<file path="config.mk">
export PLATFORM = sky130hd
export DESIGN_NAME = audio_irq_ctl
export DESIGN_NICKNAME = d
export VERILOG_FILES = /design/src/rtl/audio_irq_ctl.sv
export SDC_FILE = /design/constraint.sdc
export NUM_CORES = 1
export LEC_CHECK = 0
export BUFFER_PORTS_ARGS = -buffer_cell sky130_fd_sc_hd__buf_2
export CAP_MARGIN = 25
export CORE_UTILIZATION = 50
export DETAILED_ROUTE_END_ITERATION = 8
export PLACE_DENSITY = 0.93
export SETUP_SLACK_MARGIN = 0.02
export SYNTH_ARGS = -nofsm -noshare
export SYNTH_HDL_FRONTEND = slang
export SYNTH_SLANG_ARGS = --single-unit
</file>
<file path="constraint.sdc">
create_clock -name clk -period 2.72 [get_ports clk]
set_input_delay 0.272 -clock clk [delete_from_list [all_inputs] [get_ports clk]]
set_output_delay 0.272 -clock clk [all_outputs]
set_load 0.05 [all_outputs]
</file>
<file path="src/rtl/audio_irq_ctl.sv">
module audio_irq_ctl #(
  parameter int AW = 12,
  parameter logic [AW-1:0] WIN_BASE = 12'h180
) (
  input  logic          clk,
  input  logic          rst_n,
  input  logic          wr_en,
  input  logic          rd_en,
  input  logic [AW-1:0] addr,
  input  logic [15:0]   wdata,
  output logic [15:0]   rdata,
  input  logic [3:0]    ev,
  output logic          irq,
  output logic          glb_rst_n,
  output logic          irq_rst_n,
  output logic          porta_rst_n,
  output logic          portb_rst_n,
  output logic          clk_en_a,
  output logic          clk_en_b
);
  localparam logic [AW-1:0] OFS_STAT = AW'('h00);
  localparam logic [AW-1:0] OFS_EN0  = AW'('h04);
  localparam logic [AW-1:0] OFS_EN1  = AW'('h08);
  localparam logic [AW-1:0] OFS_CLK  = AW'('h10);
  localparam logic [AW-1:0] OFS_RST  = AW'('h14);
  localparam logic [AW-1:0] WIN_LAST = WIN_BASE + OFS_RST;
  localparam logic [15:0] SRC_MASK = 16'h1111;
  localparam logic [15:0] CLK_MASK = 16'h0011;

  logic [15:0] status_q, en0_q, en1_q, rst_q, clk_q;
  logic [15:0] ev_bits, keep;
  logic [AW-1:0] ofs;
  logic in_win;

  assign in_win  = (addr >= WIN_BASE) && (addr <= WIN_LAST);
  assign ofs     = addr - WIN_BASE;
  assign ev_bits = {3'b0, ev[3], 3'b0, ev[2], 3'b0, ev[1], 3'b0, ev[0]};
  assign keep    = (wr_en && in_win && ofs == OFS_STAT) ? wdata : 16'hFFFF;

  always_ff @(posedge clk or negedge rst_n) begin
    if (!rst_n) begin
      status_q <= '0;
      en0_q    <= '0;
      en1_q    <= '0;
      rst_q    <= '0;
      clk_q    <= '0;
    end else begin
      status_q <= rst_q[4] ? (((status_q & keep) | ev_bits) & SRC_MASK) : '0;
      if (wr_en && in_win) begin
        if (ofs == OFS_EN0) en0_q <= wdata & SRC_MASK;
        if (ofs == OFS_EN1) en1_q <= wdata & SRC_MASK;
        if (ofs == OFS_CLK) clk_q <= wdata & CLK_MASK;
        if (ofs == OFS_RST) rst_q <= wdata & SRC_MASK;
      end
    end
  end

  always_comb begin
    rdata = '0;
    if (rd_en && in_win) begin
      case (ofs)
        OFS_STAT: rdata = status_q;
        OFS_EN0:  rdata = en0_q;
        OFS_EN1:  rdata = en1_q;
        OFS_CLK:  rdata = clk_q;
        OFS_RST:  rdata = rst_q;
        default:  rdata = '0;
      endcase
    end
  end

  assign irq         = |(status_q & en0_q & en1_q);
  assign glb_rst_n   = rst_q[0];
  assign irq_rst_n   = rst_q[4];
  assign porta_rst_n = rst_q[8];
  assign portb_rst_n = rst_q[12];
  assign clk_en_a    = clk_q[0];
  assign clk_en_b    = clk_q[4];
endmodule


</file>
==> impl_metrics.py <==
metrics = {
    "outcome": {
        "status": "finished clean",
    },
    "timing": {
        "fin_skew_ns": 0.00323,
        "drv_slew": 0,
        "tns_ns": 0,
        "finalSetupViolCount": 0,
        "hold_viol": 0,
        "tightest_slew_ns": 0.872,
        "relSlewSlack": 0.417,
        "rsz0062_at_grt": "false",
        "post-route-period-util": 0.922,
        "timing.fmax_mhz": 399,
        "finalCriticalPeriod_ns": 2.51,
    },
    "setup_path": {
        "crit_buf_inv": 2,
        "reg2reg_slack_ns": 1.88,
        "r2r_start": "rst_q[4]",
        "slowest_delay_ns": 0.57,
        "crit_fanout": 7,
        "path_class": "in2out",
        "r2r_cells": 1,
        "cp.required_ns": 2.45,
        "crit_family": "simple AND/OR/NAND/NOR gates",
        "crit_arrival_ns": 2.24,
        "crit_path_end_kind": "output port",
        "slowest_stage": "nor4b_1",
        "r2r_end": "rst_q[4]",
        "startpoint_type": "primary input",
        "worstPathCellList": "buf_2 > nor4b_1 > or2b_4 > nor4_2 > and2_1 > buf_2",
        "cp_num_cells": 6,
        "crit_path_frequent_cell": "buf_2",
    },
    "clock_network": {
        "cts_max_level": 1,
        "clk_path_buf_depth": 2,
        "cts_sinks": 18,
        "clk_pin_slew_ns": 0.10,
        "numCtsBuffers": 3,
        "root_buffer": "clkbuf_4",
        "postCtsSetupBuffers": 0,
        "clock_latency_ns": 0.28,
        "cts_tree": "built",
        "cts_resized": 0,
    },
    "power_and_ir_drop": {
        "power_density_nw_per_um2": 361,
        "ir_drop_uv": 302,
        "power_uw": 529,
        "p_leak_nw": 0.703,
    },
    "drt": {
        "vias_per_cell": 5.76,
        "dr.pass1.iters": 4,
        "final_antenna_net_count": 0,
        "vias": 1054,
        "wire_per_inst_um": 15.5,
        "wl_um": 2840,
        "drc": 0,
        "drt_iter0_drc": 28,
    },
    "floorplanning": {
        "die_height_um": 52.7,
        "pin_count": 59,
        "initial_core_util": 0.523,
        "fp.dieW_um": 52.7,
        "rows": 18,
        "core_um2": 2450,
        "dieArea_um2": 2780,
    },
    "layout": {
        "drive_above_1_share": 0.418,
        "area_growth_pct": 14.0,
        "fill_cells": 198,
        "fin_nets": 191,
        "seq_area_um2": 450,
        "multi_input_area_um2": 746,
        "diodes": 0,
    },
    "synth": {
        "synth_area_um2": 1280,
        "synth_top_cells_by_count": "18 x dfrtp_1, 14 x mux2_2, 12 x buf_4, 7 x nor2_1",
        "synth-edff-count": 0,
        "syn_inst": 119,
        "synth_top_area_frac": 0.351,
        "synthDistinctLibCells": 37,
        "ys.flop_type": "dfrtp_1",
        "yosys_warnings": 0,
        "synth-seq-cells": 18,
        "avgSynthCellArea_um2": 10.8,
        "synth_largest_area_cell": "dfrtp_1",
        "synthArstFlopShare": 1.00,
        "synth_area_leaders": "dfrtp_1 35%, mux2_2 12%, buf_4 7.0%, nor4_4 6.6%, mux4_2 3.5%",
        "seq_area_frac_synth": 0.351,
        "synth_most_common_cell": "dfrtp_1",
    },
    "global_route": {
        "grt_pass1_wl_um": 4400,
        "grt_usage": 0.215,
        "antenna_found_initial": 0,
        "grt_pass1_vias": 972,
        "grt_max_degree": 19,
        "grt_overflow": 0,
    },
    "placed_design": {
        "hpwlAfterDp_um": 2320,
        "portBuffers": 34,
        "gp_congestion": 0.848,
    },
    "min_path": {
        "hold_depth": 2,
        "holdPathEnd": "en1_q[8]",
        "hp-class": "in2reg",
        "min_from": "wdata[8]",
    },
    "job": {
        "max_cap_violations": 0,
    },
}
==> kinds of logic (layout without fill, tap and decap cells) <==
family          after synthesis  after routing  synth area share
flops                        18             18             0.351
buf+inv                      20             43             0.101
compound gates               18             18            0.0935
fa+ha+maj                     1              1           0.00974
mux                          20             20             0.189
simple gates                 40             40             0.246
xor+xnor                      1              1           0.00682
other cells                   1             12           0.00292
==> metal layers <==
layer | share of wire | vias up | track usage
met5 | 0 | - | 0
met4 | 0.0049 | 0 | 0.0570
li1 | - | 492 | -
met2 | 0.52 | 49 | 0.378
met3 | 0.048 | 2 | 0.0116
met1 | 0.42 | 511 | 0.285
==> layout make-up <==
cell class | instances | area share
Multi-Input combinational cell | 92 | 0.509
Sequential cell | 18 | 0.307
Timing Repair Buffer | 35 | 0.123
Tap cell | 30 | 0.0256
Clock buffer | 4 | 0.0248
Inverter | 4 | 0.0102
==> power by group <==
group,internal [mW],switching [mW],total [mW],leakage [nW]
Sequential,0.267,0.00000896,0.267,0.252
Clock,0.0814,0.0760,0.157,0.0210
Combinational,0.0250,0.0788,0.104,0.430
==> metrics by stage <==
step	instance area (um^2)	hold WS, ns	setup slack [ns]	std cells	utilization
after CTS	1470	0.256	0.253	183	0.597
after global routing	1470	0.265	0.0949	183	0.597
after global placement	1420	0.204	0.388	178	0.578
after floorplan	1330	-0.0236	0.629	130	-
final	1470	0.261	0.213	183	0.597
after detailed placement	1420	0.210	0.268	178	0.578
==> state kept, by name, indices dropped and copies added, names as in the netlist <==
signal and cells:
en0_q 4, status_q 4, clk_q 2, en1_q 4, rst_q 4
==> timing repair <==
item / in CTS / in global routing
hold buffers: 1 / 0
hold endpoints to repair: 18 / 0
endpoints found under the setup margin: 0 / 0
==> worst max path at each step <==
stage | from | end | slack [ns]
final | addr[1] | rdata[4] | 0.21
after global routing | addr[1] | rdata[4] | 0.09
after CTS | addr[1] | rdata[4] | 0.25
after detailed placement | addr[1] | rdata[4] | 0.27
after global placement | addr[1] | rdata[0] | 0.39
after floorplan | addr[7] | rdata[0] | 0.63
==> cell usage in the layout, fill, tap and decap left out, types with 2 or more instances in the layout <==
master     n
nand2_1    4
mux2_2    14
o21a_1     2
nor3b_1    2
mux4_2     2
conb_1    12
nand4b_1   2
nor4_1     5
clkbuf_4   3
o31ai_1    3
nor4_4     4
dfrtp_1   18
nor2_1     7
mux2i_1    4
a31oi_1    5
nand3_1    3
o21ai_0    5
inv_1      4
and2_1     3
buf_2     34
Power figures use the tool's default switching activity.
